$ cat src/rtl/gpio_bank_pkg.sv
package gpio_bank_pkg;
  localparam int unsigned PIN_W  = 32;
  localparam int unsigned ADDR_W = 8;

  // Byte offsets of the bank registers
  localparam logic [ADDR_W-1:0] OFF_LEVEL   = 8'h00;
  localparam logic [ADDR_W-1:0] OFF_PEND    = 8'h0c;
  localparam logic [ADDR_W-1:0] OFF_OUT_SET = 8'h14;
  localparam logic [ADDR_W-1:0] OFF_OUT_CLR = 8'h18;
  localparam logic [ADDR_W-1:0] OFF_OE_SET  = 8'h1c;
  localparam logic [ADDR_W-1:0] OFF_OE_CLR  = 8'h20;
  localparam logic [ADDR_W-1:0] OFF_RISE_EN = 8'h28;
  localparam logic [ADDR_W-1:0] OFF_FALL_EN = 8'h2c;

  // Write mask for one offset: the write data when that offset is written, else zero
  function automatic logic [PIN_W-1:0] wr_mask(input logic we,
                                               input logic [ADDR_W-1:0] addr,
                                               input logic [ADDR_W-1:0] target,
                                               input logic [PIN_W-1:0] data);
    return (we && (addr == target)) ? data : '0;
  endfunction
endpackage

$ cat src/rtl/gpio_in_sync.sv
module gpio_in_sync #(
  parameter int unsigned W = 32
) (
  input  logic         clk,
  input  logic         rst_n,
  input  logic [W-1:0] pin_async,
  output logic [W-1:0] level,
  output logic [W-1:0] rise,
  output logic [W-1:0] fall
);
  logic [W-1:0] meta_q, meta_d;
  logic [W-1:0] sync_q, sync_d;
  logic [W-1:0] prev_q, prev_d;

  always_comb begin
    meta_d = pin_async;
    sync_d = meta_q;
    prev_d = sync_q;
  end

  always_ff @(posedge clk or negedge rst_n) begin
    if (!rst_n) begin
      meta_q <= '0;
      sync_q <= '0;
      prev_q <= '0;
    end else begin
      meta_q <= meta_d;
      sync_q <= sync_d;
      prev_q <= prev_d;
    end
  end

  always_comb begin
    level = sync_q;
    rise  = sync_q & ~prev_q;
    fall  = ~sync_q & prev_q;
  end
endmodule

$ cat src/rtl/gpio_setclr_reg.sv
module gpio_setclr_reg #(
  parameter int unsigned W = 32
) (
  input  logic         clk,
  input  logic         rst_n,
  input  logic [W-1:0] set_mask,
  input  logic [W-1:0] clr_mask,
  output logic [W-1:0] q
);
  logic [W-1:0] q_r, q_d;
  logic         upd_en;

  always_comb begin
    upd_en = |(set_mask | clr_mask);
    q_d    = (q_r | set_mask) & ~clr_mask;
  end

  always_ff @(posedge clk or negedge rst_n) begin
    if (!rst_n) begin
      q_r <= '0;
    end else if (upd_en) begin
      q_r <= q_d;
    end
  end

  assign q = q_r;

  // Every bit named by the set mask is high one clock later.
  assert_set_takes_R3: assert property (@(posedge clk) disable iff (!rst_n)
    rst_n |=> ((q_r & $past(set_mask & ~clr_mask)) == $past(set_mask & ~clr_mask)));

  // Every bit named by the clear mask is low one clock later.
  assert_clr_takes_R4: assert property (@(posedge clk) disable iff (!rst_n)
    rst_n |=> ((q_r & $past(clr_mask)) == '0));

  // Bits outside both masks are unchanged.
  assert_unmasked_hold_R3: assert property (@(posedge clk) disable iff (!rst_n)
    rst_n |=> (((q_r ^ $past(q_r)) & ~$past(set_mask | clr_mask)) == '0));
endmodule

$ cat src/rtl/gpio_edge_pend.sv
module gpio_edge_pend #(
  parameter int unsigned W = 32
) (
  input  logic         clk,
  input  logic         rst_n,
  input  logic         rise_en_wr,
  input  logic         fall_en_wr,
  input  logic [W-1:0] wdata,
  input  logic [W-1:0] ack_mask,
  input  logic [W-1:0] rise,
  input  logic [W-1:0] fall,
  output logic [W-1:0] rise_en,
  output logic [W-1:0] fall_en,
  output logic [W-1:0] pend
);
  logic [W-1:0] ren_q, ren_d;
  logic [W-1:0] fen_q, fen_d;
  logic [W-1:0] pend_q, pend_d;
  logic [W-1:0] hit;
  logic         pend_upd;

  always_comb begin
    hit      = (rise & ren_q) | (fall & fen_q);
    pend_d   = (pend_q & ~ack_mask) | hit;  // a fresh edge beats the clear
    pend_upd = |(ack_mask | hit);
    ren_d    = wdata;
    fen_d    = wdata;
  end

  always_ff @(posedge clk or negedge rst_n) begin
    if (!rst_n) begin
      ren_q <= '0;
    end else if (rise_en_wr) begin
      ren_q <= ren_d;
    end
  end

  always_ff @(posedge clk or negedge rst_n) begin
    if (!rst_n) begin
      fen_q <= '0;
    end else if (fall_en_wr) begin
      fen_q <= fen_d;
    end
  end

  always_ff @(posedge clk or negedge rst_n) begin
    if (!rst_n) begin
      pend_q <= '0;
    end else if (pend_upd) begin
      pend_q <= pend_d;
    end
  end

  assign rise_en = ren_q;
  assign fall_en = fen_q;
  assign pend    = pend_q;

  // An enabled edge always leaves its pending bit set, even against a clear.
  assert_edge_latches_R6: assert property (@(posedge clk) disable iff (!rst_n)
    rst_n |=> ((pend_q & $past(hit)) == $past(hit)));

  // A pending bit falls only for pins in the acknowledge mask.
  assert_pend_sticky_R11: assert property (@(posedge clk) disable iff (!rst_n)
    rst_n |=> (($past(pend_q) & ~pend_q & ~$past(ack_mask)) == '0));

  // Acknowledged pins without a new edge are clear one clock later.
  assert_ack_clears_R9: assert property (@(posedge clk) disable iff (!rst_n)
    rst_n |=> ((pend_q & $past(ack_mask & ~hit)) == '0));
endmodule

$ cat src/rtl/gpio_edge_bank.sv
module gpio_edge_bank
  import gpio_bank_pkg::*;
#(
  parameter int unsigned W  = PIN_W,
  parameter int unsigned AW = ADDR_W
) (
  input  logic          clk,
  input  logic          rst_n,
  input  logic [AW-1:0] bus_addr,
  input  logic          bus_we,
  input  logic [W-1:0]  bus_wdata,
  output logic [W-1:0]  bus_rdata,
  input  logic [W-1:0]  pin_in,
  output logic [W-1:0]  pin_out,
  output logic [W-1:0]  pin_oe,
  output logic          irq
);
  logic [W-1:0] level, rise, fall;
  logic [W-1:0] out_set, out_clr, oe_set, oe_clr, ack_mask;
  logic         ren_wr, fen_wr;
  logic [W-1:0] out_q, oe_q, ren, fen, pend;
  logic [W-1:0] rdata_d, rdata_q;

  gpio_in_sync #(.W(W)) u_sync (
    .clk(clk), .rst_n(rst_n), .pin_async(pin_in),
    .level(level), .rise(rise), .fall(fall)
  );

  always_comb begin
    out_set  = wr_mask(bus_we, bus_addr, OFF_OUT_SET, bus_wdata);
    out_clr  = wr_mask(bus_we, bus_addr, OFF_OUT_CLR, bus_wdata);
    oe_set   = wr_mask(bus_we, bus_addr, OFF_OE_SET,  bus_wdata);
    oe_clr   = wr_mask(bus_we, bus_addr, OFF_OE_CLR,  bus_wdata);
    ack_mask = wr_mask(bus_we, bus_addr, OFF_PEND,    bus_wdata);
    ren_wr   = bus_we && (bus_addr == OFF_RISE_EN);
    fen_wr   = bus_we && (bus_addr == OFF_FALL_EN);
  end

  gpio_setclr_reg #(.W(W)) u_out (
    .clk(clk), .rst_n(rst_n), .set_mask(out_set), .clr_mask(out_clr), .q(out_q)
  );

  gpio_setclr_reg #(.W(W)) u_oe (
    .clk(clk), .rst_n(rst_n), .set_mask(oe_set), .clr_mask(oe_clr), .q(oe_q)
  );

  gpio_edge_pend #(.W(W)) u_pend (
    .clk(clk), .rst_n(rst_n),
    .rise_en_wr(ren_wr), .fall_en_wr(fen_wr), .wdata(bus_wdata),
    .ack_mask(ack_mask), .rise(rise), .fall(fall),
    .rise_en(ren), .fall_en(fen), .pend(pend)
  );

  always_comb begin
    unique case (bus_addr)
      OFF_LEVEL:                rdata_d = level;
      OFF_PEND:                 rdata_d = pend;
      OFF_OUT_SET, OFF_OUT_CLR: rdata_d = out_q;
      OFF_OE_SET,  OFF_OE_CLR:  rdata_d = oe_q;
      OFF_RISE_EN:              rdata_d = ren;
      OFF_FALL_EN:              rdata_d = fen;
      default:                  rdata_d = '0;
    endcase
  end

  always_ff @(posedge clk or negedge rst_n) begin
    if (!rst_n) begin
      rdata_q <= '0;
    end else begin
      rdata_q <= rdata_d;
    end
  end

  assign bus_rdata = rdata_q;
  assign pin_out   = out_q;
  assign pin_oe    = oe_q;
  assign irq       = |pend;

  // A write to the rising enable offset is read back unchanged on the next read.
  assert_rise_en_wr_R5: assert property (@(posedge clk) disable iff (!rst_n)
    (rst_n && ren_wr) |=> (ren == $past(bus_wdata)));

  // A write to the falling enable offset is read back unchanged on the next read.
  assert_fall_en_wr_R5: assert property (@(posedge clk) disable iff (!rst_n)
    (rst_n && fen_wr) |=> (fen == $past(bus_wdata)));

  // Unmapped offsets return zero one clock later.
  assert_unmapped_zero_R10: assert property (@(posedge clk) disable iff (!rst_n)
    (bus_addr == 8'h04) |=> (bus_rdata == '0));
endmodule

$ cat config.mk
export PLATFORM = sky130hd
export DESIGN_NAME = gpio_edge_bank
export DESIGN_NICKNAME = d
export VERILOG_FILES = /design/src/rtl/gpio_bank_pkg.sv /design/src/rtl/gpio_in_sync.sv /design/src/rtl/gpio_setclr_reg.sv /design/src/rtl/gpio_edge_pend.sv /design/src/rtl/gpio_edge_bank.sv
export SDC_FILE = /design/constraint.sdc
export NUM_CORES = 1
export LEC_CHECK = 0
export BUFFER_PORTS_ARGS = -buffer_cell sky130_fd_sc_hd__buf_2
export CORE_ASPECT_RATIO = 1.4
export CORE_MARGIN = 2
export CORE_UTILIZATION = 38
export DETAILED_ROUTE_END_ITERATION = 8
export GPL_TIMING_DRIVEN = 1
export HOLD_SLACK_MARGIN = 0.08
export PLACE_DENSITY_LB_ADDON = 0.1
export SLEW_MARGIN = 15
export SYNTH_ARGS = -nofsm -noshare
export SYNTH_HDL_FRONTEND = slang
export SYNTH_SLANG_ARGS = --single-unit
$ cat constraint.sdc
create_clock -name clk -period 1.76 [get_ports clk]
set_clock_uncertainty 0.2 [all_clocks]
set_input_delay 0.176 -clock clk [delete_from_list [all_inputs] [get_ports clk]]
set_output_delay 0.176 -clock clk [all_outputs]
set_load 0.01 [all_outputs]
## Yosys cells after proc, flatten, opt, wreduce, memory -nomap -nowiden

Cells that the tools add are included.

- Word-level logic and storage cells: 55
- Flip-flop bits (word level): 288
- Output and inout port bits: 97
- Input bits: 75

- Equality and inequality tests: 7
- Reduce and logical (&&, ||, !) cells: 14
- Bitwise gates (word level): 19
- Multiplexer cells: 6

Operators by type and width:

| operator | count |
|---|---|
| $and 32x32->32 | 7 |
| $or 32x32->32 | 7 |
| $pmux 32 s6 | 1 |
| $mux 32 | 5 |
| $not 32->32 | 5 |
| $reduce_or 32->1 | 4 |
| $eq 8x5->1 const B | 3 |
| $eq 8x6->1 const B | 3 |
| $eq 8x4->1 const B | 1 |
| $logic_not 8->1 | 1 |
| $logic_and 1x1->1 | 7 |
| $reduce_or 2->1 | 2 |

## Depth between registers and ports, before layout

Gate-level depths: netlist of the first run.

- Word-level depth: 6
- Mapped depth: 8

## By module

Synthesis of the first run repeated with hierarchy kept, for this count alone.

- Cells, all modules: 1020
- Area, all modules: 12802.3 um^2

By module, submodules not included:

| module | area each (um^2) | instances | cells each |
|---|---|---|---|
| gpio_edge_pend | 4011.3 | 1 | 264 |
| gpio_edge_bank | 3585.9 | 1 | 468 |
| gpio_in_sync | 2962.8 | 1 | 160 |
| gpio_setclr_reg | 1121.1 | 2 | 64 |

## Worst setup path after synthesis of the first run

OpenSTA, ideal clock, no wires.

- Path kind: input-to-reg
- From: input port bus_addr[2]
- To: register u_pend.ren_q[10], in the netlist u_pend.rise_en[10]
- Library setup time: 0.125 ns
- Path slack: -0.195 ns
- Stages on the path: 7
- Data arrival time: 1.630 ns
- Data required time: 1.435 ns
- Cells stage by stage: buf_2 -> or4b_4 -> nor2b_1 -> buf_4 -> nand2_4 -> buf_6 -> mux2_4

- Word-level cells in the longest chain between the ends: 2

Ends and longest elaborated chain:

| element | line | source |
|---|---|---|
| start, declared | gpio_edge_bank.sv:9 | `input logic [AW-1:0] bus_addr,` |
| $eq 8x6->1 | gpio_edge_bank.sv:35 | `ren_wr = bus_we && (bus_addr == OFF_RISE_EN);` |
| $logic_and 1x1->1 | gpio_edge_bank.sv:35 |  |
| end signal, assigned | gpio_edge_pend.sv:34 | `ren_q <= ren_d;` |
| end, declared | gpio_edge_pend.sv:16 | `logic [W-1:0] ren_q, ren_d;` |

Every way passes these cells.
A chain may end at the register's enable or synchronous reset.

## Worst setup path in the final report of the first run

- From: register u_pend.pend_q[27], in the netlist u_pend.pend[27]
- To: output port irq

- Word-level cells in the longest chain between the ends: 1

Ends and longest elaborated chain:

| element | line | source |
|---|---|---|
| start, declared | gpio_edge_pend.sv:18 | `logic [W-1:0] pend_q, pend_d;` |
| start signal, assigned | gpio_edge_pend.sv:50 | `pend_q <= pend_d;` |
| $reduce_or 32->1 | gpio_edge_bank.sv:77 | `assign irq = \|pend;` |
| end, declared | gpio_edge_bank.sv:16 | `output logic irq` |

Every way passes these cells.

==> out/metrics.yaml, run 1 <==
ys_seq_elements: 288
routed_wirelength_um: 33400
crit_fanout: 2
reg2reg_depth: 4
final_max_slew_viol_count: 0
design_area_um2: 15400
drt_iter0_markers: 451
holdCritStartpoint: "pin_in[1]"
ff2ff_setup_slack_ps: 290
drv_cap: 0
die_x_um: 149
synthesis.instances: 869
path_class: "flip-flop to output pin"
cts_tree: "built"
drive_above_1_share_pct: 33.6
syn-mean-instance-area_um2: 13.0
gp_congestion: 0.762
p_int_mw: 11.9
power_frac_comb_pct: 11.7
n_antenna_cell: 0
finalSetupViolCount: 1
nNetsFinal: 1288
fin_crit_sh_pct: 130
vias: 8520
hold-path-cell-count: 2
fmax_mhz: 438
finalCriticalPeriod_ps: 2280
grt_overflow: 0
arrival_ps: 1910
finalWorstSetupSlack_ps: -523
hpwlAfterDp_um: 21600
routed_via_density: 5.29
power_density_nw_per_um2: 1010
portBuffers: 171
peakVddDrop_v: 0.000813
p_leak_nw: 7.40
netlist_area_um2: 11300
grt_antenna_before_repair: 0
reg2reg_from: "u_pend.pend[12]"
fin_util_pct: 52.9
h-tree-depth: 1
cp_cell_sequence: "nor4_2 -> buf_4 -> nand4_1 -> or2_4 -> buf_6"
grt_setup_unrepaired: "true"
r2r-end: "bus_rdata[12]"
syn2layout_area_growth_pct: 36.9
p_switching_mw: 3.76
ys_types: 44
clkTransAtPathRegs_ps: 60
violations: "negative setup slack"
tightest_slew_ps: 598
die_height_um: 208
drt_pass1_iterations: 7
p_clk_share_pct: 39.4
cp_data_required_time_ps: 1380
root_buffer: "clkbuf_16"
dp.cells: 1455
pin_count: 172
syn-num-nets: 944
grt_use_total_pct: 21.5
yosys_warnings: 0
clock_latency_ps: 550
initial_utilization_pct: 38.6
mostFrequentLayoutCells: "288 x dfrtp_1, 169 x buf_2, 128 x a21oi_1"
p_sw_share_pct: 24.0
outcome: "finished, violations left"
final_common_cell: "dfrtp_1"
crit_path_end_kind: "output pin"
wire_per_inst_um: 20.7
relSlewSlack_pct: 60.0
final_cells: 1612
fp.dieArea_um2: 31000
p_total_mw: 15.6
grt_max_degree: 75
hold-path-endpoint: "u_sync.meta_q[1]"
place_area_um2: 13300
drcViolationCount: 0
grt_pass1_vias: 8975
pre_cts_ws_ps: -413
coreArea_um2: 29200
seq_area_frac_synth_pct: 64.0
grt_pass1_wl_um: 51600
hp-class: "primary input to flip-flop"
numCtsBuffers: 28
row_count: 74
slowest_stage: "dfrtp_1"
cp_slowest_stage_delay_ps: 390
cts.sinks: 288
finalHoldViolations: 0
start_kind: "flip-flop"
cts_buffer_depth: 3
antenna_left: 0
seq_power_share_pct: 48.8
==> layer usage <==
metal | track usage, % | wire length (um) | vias to the layer above
met2 | 38.5 | 17600 | 219
met5 | 0 | 0 | -
li1 | - | - | 3931
met3 | 2.88 | 1400 | 57
met4 | 6.86 | 893 | 0
met1 | 26.5 | 13500 | 4313
==> state kept, by name (all words and copies together) (netlist names) <==
register and cells:
u_sync.level 32, bus_rdata 32, u_sync.prev_q 32, u_sync.meta_q 32, u_pend.rise_en 32, u_oe.q 32
u_out.q 32, u_pend.pend 32, u_pend.fall_en 32
==> final cells by class <==
cell class	instances	area, um2
Fill cell	2539	13700
Sequential cell	288	7210
Multi-Input combinational cell	529	3900
Timing Repair Buffer	365	2890
Clock buffer	42	855
Tap cell	380	475
Clock inverter	7	92.6
Inverter	1	3.75
==> critical path, delay by kind of cell, from the launching register on <==
family / cells / cell delay, ps
buffers and inverters: 2 / 270
flip-flops: 1 / 390
AND/OR/NAND/NOR: 3 / 690
==> repair_timing <==
action | 4_1_cts | 5_1_grt
setup endpoints to repair | 1 | 99
hold buffers | 103 | 0
gates resized for setup | 3 | 12
pin swaps | 4 | 5
gates cloned | 0 | 1
endpoints found under the hold margin | 492 | 0
setup buffers | 0 | 4
==> logic make-up (layout without fill, tap and decap cells) <==
kind of cell / count (synthesis) / after routing / share of synthesized area, %
compound gates: 296 / 296 / 16.4
xor+xnor: 1 / 1 / 0.0778
buf+inv: 52 / 415 / 2.28
flops: 288 / 288 / 64.0
mux: 96 / 96 / 10.5
simple gates: 136 / 136 / 6.75
==> metrics by stage <==
step	hold slack, ps	setup TNS, ps
after detailed placement	-176	-43770
after global routing	91.8	-648
after floorplan	-320	-4350
after CTS	85.2	-11120
final	111	-523
after global placement	-175	-45980
==> power groups by stage <==
stage	combinational (mW)	sequential [mW]	clock [mW]
final	1.83	7.63	6.16
after global routing	2.01	7.69	6.63
after CTS	1.84	7.62	6.34
after detailed placement	1.65	7.73	0
after global placement	1.62	7.72	0
after floorplan	0.682	7.63	0
==> cells in the mapped netlist, drive strengths merged <==
master,count,area share [%]
nor2b,1,0.056
or3,1,0.056
nor4,11,0.72
o22a,7,0.54
a22oi,14,0.93
a32oi,25,1.9
and3,2,0.11
nand4b,1,0.078
nor4bb,1,0.089
nand3b,32,2.1
nor3,3,0.18
mux2i,7,0.62
nand4,2,0.11
a21o,32,2.1
or4,2,0.13
a2bb2oi,2,0.16
a222oi,24,2.1
nand2b,2,0.11
nand3,1,0.044
nand2,69,2.4
inv,1,0.033
or3b,1,0.078
o21ai,63,2.8
and2,1,0.056
buf,35,1.7
dfrtp,288,64
nor4b,1,0.078
xnor2,1,0.078
or4b,2,0.21
a21oi,129,5.7
mux2,89,9.9
nor2,1,0.033
clkbuf,16,0.53
or2,2,0.11
==> how the worst max path moves through the flow <==
stage / startpoint / endpoint / slack (ps) / cells past startpoint
2_1_floorplan: bus_addr[2] / u_pend.rise_en[10] / -110 / 7
3_3_place_gp: bus_addr[1] / u_oe.q[8] / -420 / 7
3_5_place_dp: bus_addr[1] / u_oe.q[26] / -410 / 7
4_1_cts: u_pend.pend[19] / irq / -610 / 5
5_1_grt: u_pend.pend[22] / irq / -630 / 5
6_report: u_pend.pend[27] / irq / -520 / 5
Note: power is estimated with default switching activity, not from simulation.
==> inputs of run 2 (changes only) <==
Settings changed: CORE_UTILIZATION 38 to 56, SLEW_MARGIN 15 to not set.
==> out/metrics.yaml, run 2 (synthesized netlist as in run 1, its figures left out) <==
numCtsBuffers: 27
die_height_um: 172
drt_pass1_iterations: 5
grt_max_degree: 65
start_kind: "flip-flop"
vias: 8529
syn2layout_area_growth_pct: 32.8
antenna_left: 0
clkTransAtPathRegs_ps: 70
coreArea_um2: 19800
cts_tree: "built"
drv_cap: 0
h-tree-depth: 1
hold_ws_ps: 90.9
hold-path-cell-count: 2
cp_cell_sequence: "nor4_2 -> buf_4 -> nand4_1 -> or2_4 -> buf_6"
tightest_slew_ps: 398
violations: "negative setup slack"
finalHoldViolations: 0
cp_slowest_stage_delay_ps: 390
portBuffers: 171
fmax_mhz: 437
relSlewSlack_pct: 73.4
p_leak_nw: 7.27
clock_latency_ps: 530
fillers: 1299
mostFrequentLayoutCells: "288 x dfrtp_1, 169 x buf_2, 128 x a21oi_1"
n_antenna_cell: 0
die_x_um: 124
cp_data_required_time_ps: 1380
finalSetupViolCount: 1
multiInputGateArea_um2: 3910
hp-class: "primary input to flip-flop"
drcViolationCount: 0
grt_pass1_wl_um: 46800
row_count: 61
pin_count: 172
finalCriticalPeriod_ps: 2290
root_buffer: "clkbuf_16"
nNetsFinal: 1252
fin_crit_sh_pct: 130
peakVddDrop_v: 0.00101
routed_via_density: 5.89
slowest_stage: "dfrtp_1"
grt_setup_unrepaired: "true"
design_area_um2: 15000
wire_per_inst_um: 20.9
routed_wirelength_um: 30200
finalSetupTns_ps: -526
path_class: "flip-flop to output pin"
hpwlAfterDp_um: 19900
cts.sinks: 288
grt_overflow: 0
drt_iter0_markers: 663
outcome: "finished, violations left"
postCtsSetupBuffers: 0
power_density_nw_per_um2: 1080
fp.dieArea_um2: 21300
grt_pass1_vias: 8717
final_common_cell: "dfrtp_1"
arrival_ps: 1910
crit_path_end_kind: "output pin"
reg2reg_depth: 4
cts_buffer_depth: 3
grt_use_total_pct: 28.9
gp_congestion: 0.890
final_max_slew_viol_count: 0
finalWorstSetupSlack_ps: -526
drive_above_1_share_pct: 34.5
initial_utilization_pct: 57.0
grt_antenna_before_repair: 0
place_area_um2: 13200
ff_latch_area_um2: 7210
crit_fanout: 2
-- run 2: cell count changes in the layout (fill, tap and decap cells not counted), moves of 2 or more --
cell           before  now
dlygate4sd3_1     102   70
clkbuf_16          30   27
buf_12             22   20
clkbuf_1            5    2
clkbuf_8            8    6
bufinv_16           2    8
buf_4              67   69
clkinvlp_4          3    1
-- run 2: worst max-delay path: cells and delay by family (launching register included) --
kind	cells	cell delay [ps]
buffers and inverters	2	280
DFF	1	390
and+or+nand+nor	3	710
-- run 2: worst paths after layout --
path                                    from                end  slack (ps)
setup reg to reg             u_pend.pend[30]      bus_rdata[30]         340
hold / removal                    pin_in[16]  u_sync.meta_q[16]          90
setup / recovery              u_pend.pend[2]                irq        -530
max in group asynchronous              rst_n    u_pend.pend[21]         220
hold reg to reg            u_sync.meta_q[19]   u_sync.level[19]         140
min in group asynchronous              rst_n    u_sync.level[8]         480
-- run 2: through the flow --
step | cells | setup WS [ps] | power, mW | util, %
after floorplan | 869 | -112 | 8.31 | -
after global placement | 1330 | -218 | 9.31 | 66.7
after detailed placement | 1330 | -255 | 9.35 | 66.7
after CTS | 1447 | -542 | 16.2 | 75.6
after global routing | 1447 | -608 | 16.7 | 75.7
final | 1447 | -526 | 16.1 | 75.7
-- run 2: what timing repair did --
item	4_1_cts	5_1_grt
pin swaps	6	1
hold buffers	70	0
resized for setup	6	2
hold endpoints to repair	480	0
endpoints found under the setup margin	1	1
-- run 2: area by class of cell --
type	count	share of cell area [%]
sequential	288	48.2
multi-input combinational	529	26.1
timing repair buffer	330	16.7
clock buffer	35	5.12
tap	252	2.11
clock inverter	12	1.76
inverter	1	0.0251
-- run 2: per-layer routing --
layer / wire (um) / track usage (%)
met5: 0 / 0
met4: 989 / 9.98
met3: 2000 / 4.24
met2: 15600 / 50.7
met1: 11600 / 36.3
-- run 2: power by group --
group	internal (mW)	switching, mW
clock	4.22	2.42
sequential	7.18	0.506
combinational	1.01	0.744
total	12.4	3.67
==> inputs of run 3 (changes only) <==
Settings changed: CORE_UTILIZATION 56 to 44.
==> out/metrics.yaml, run 3 (synthesized netlist as in run 1, its figures left out) <==
crit_path_end_kind: "output pin"
cts.sinks: 288
finalSetupViolCount: 1
hpwlAfterDp_um: 21200
p_leak_nw: 7.34
fillers: 2070
final_max_slew_viol_count: 0
power_frac_comb_pct: 11.1
cts_buffer_depth: 3
finalWorstSetupSlack_ps: -585
grt_max_degree: 74
numCtsBuffers: 28
grt_setup_unrepaired: "true"
die_height_um: 193
seq_power_share_pct: 49.4
design_area_um2: 15200
nNetsFinal: 1276
cp_data_required_time_ps: 1380
gp_congestion: 0.795
p_int_mw: 11.8
mostFrequentLayoutCells: "288 x dfrtp_1, 169 x buf_2, 128 x a21oi_1"
relSlewSlack_pct: 72.0
hold_ws_ps: 91.6
clkTransAtPathRegs_ps: 60
path_class: "flip-flop to output pin"
finalCriticalPeriod_ps: 2340
grt_overflow: 0
grt_use_total_pct: 23.9
coreArea_um2: 25300
clock_latency_ps: 540
fmax_mhz: 427
drv_cap: 0
crit_fanout: 2
drt_pass1_iterations: 6
vias: 8537
h-tree-depth: 1
wire_per_inst_um: 20.9
drcViolationCount: 0
p_sw_share_pct: 23.9
place_area_um2: 13300
final_cells: 1541
fp.dieArea_um2: 26900
dp.cells: 1395
arrival_ps: 1970
portBuffers: 171
routed_wirelength_um: 32200
drive_above_1_share_pct: 33.6
p_clk_share_pct: 39.6
pin_count: 172
root_buffer: "clkbuf_16"
fin_crit_sh_pct: 133
tightest_slew_ps: 421
routed_via_density: 5.54
row_count: 69
antenna_left: 0
peakVddDrop_v: 0.000890
start_kind: "flip-flop"
p_switching_mw: 3.71
grt_pass1_wl_um: 50700
cts_tree: "built"
final_common_cell: "dfrtp_1"
drt_iter0_markers: 589
finalHoldViolations: 0
die_x_um: 139
outcome: "finished, violations left"
initial_utilization_pct: 44.5
hp-class: "primary input to flip-flop"
grt_pass1_vias: 8879
power_density_nw_per_um2: 1020
grt_antenna_before_repair: 1
violations: "negative setup slack"
syn2layout_area_growth_pct: 35.3
## run 3: final timing paths
kind                                      to              start  slack, ps  cells after the start
min in group asynchronous  u_sync.prev_q[10]              rst_n        590                      4
max in group asynchronous   u_sync.level[15]              rst_n        350                      4
hold / removal                 bus_rdata[30]        bus_addr[5]         90                      5
setup / recovery                         irq    u_pend.pend[11]       -580                      5
setup reg to reg               bus_rdata[13]    u_pend.pend[13]        210                      5
hold reg to reg             u_sync.level[19]  u_sync.meta_q[19]        140                      0
## run 3: metal layers
layer | routed length [um] | part of all wire, % | vias to the layer above | GRT usage, %
met5 | 0 | 0 | - | 0
li1 | - | - | 3913 | -
met2 | 16500 | 51 | 250 | 41.5
met1 | 13100 | 41 | 4313 | 31.1
met4 | 998 | 3.1 | 0 | 7.63
met3 | 1500 | 4.7 | 61 | 3.29
## run 3: stage by stage
stage,TNS (ps),total power [mW],utilization (%),setup WS [ps]
floorplan,-4350,8.31,-,-112
global placement,-30930,9.28,52.6,-229
detailed placement,-34810,9.30,52.6,-275
CTS,-572,15.7,60.2,-572
global route,-666,16.2,60.2,-666
finish,-585,15.5,60.2,-585
## run 3: cell type report
class | count | area (um2) | area share (%)
sequential | 288 | 7210 | 47.3
multi-input combinational | 529 | 3890 | 25.5
timing repair buffer | 353 | 2790 | 18.3
clock buffer | 41 | 821 | 5.39
tap | 319 | 399 | 2.62
clock inverter | 9 | 123 | 0.805
inverter | 1 | 3.75 | 0.0246
antenna | 1 | 2.50 | 0.0164
## run 3: repair_timing
| item | CTS | global route |
|---|---|---|
| pin swaps | 2 | 0 |
| gates resized for setup | 3 | 2 |
| setup buffers | 2 | 0 |
| setup endpoints to repair | 1 | 1 |
| hold buffers | 93 | 0 |
| endpoints found under the hold margin | 485 | 0 |
## run 3: worst max-delay path: stages (launching register included)
cell,delay (ps)
dfrtp_1,390
nor4_2,270
buf_4,160
nand4_1,180
or2_4,310
buf_6,120
## run 3: power by group through the flow
stage          clock (mW)  combinational [mW]  sequential, mW
3_3_place_gp            0                1.51            7.77
3_5_place_dp            0                1.53            7.78
2_1_floorplan           0               0.682            7.63
5_1_grt              6.55                1.90            7.74
4_1_cts              6.27                1.73            7.66
6_report             6.14                1.72            7.67
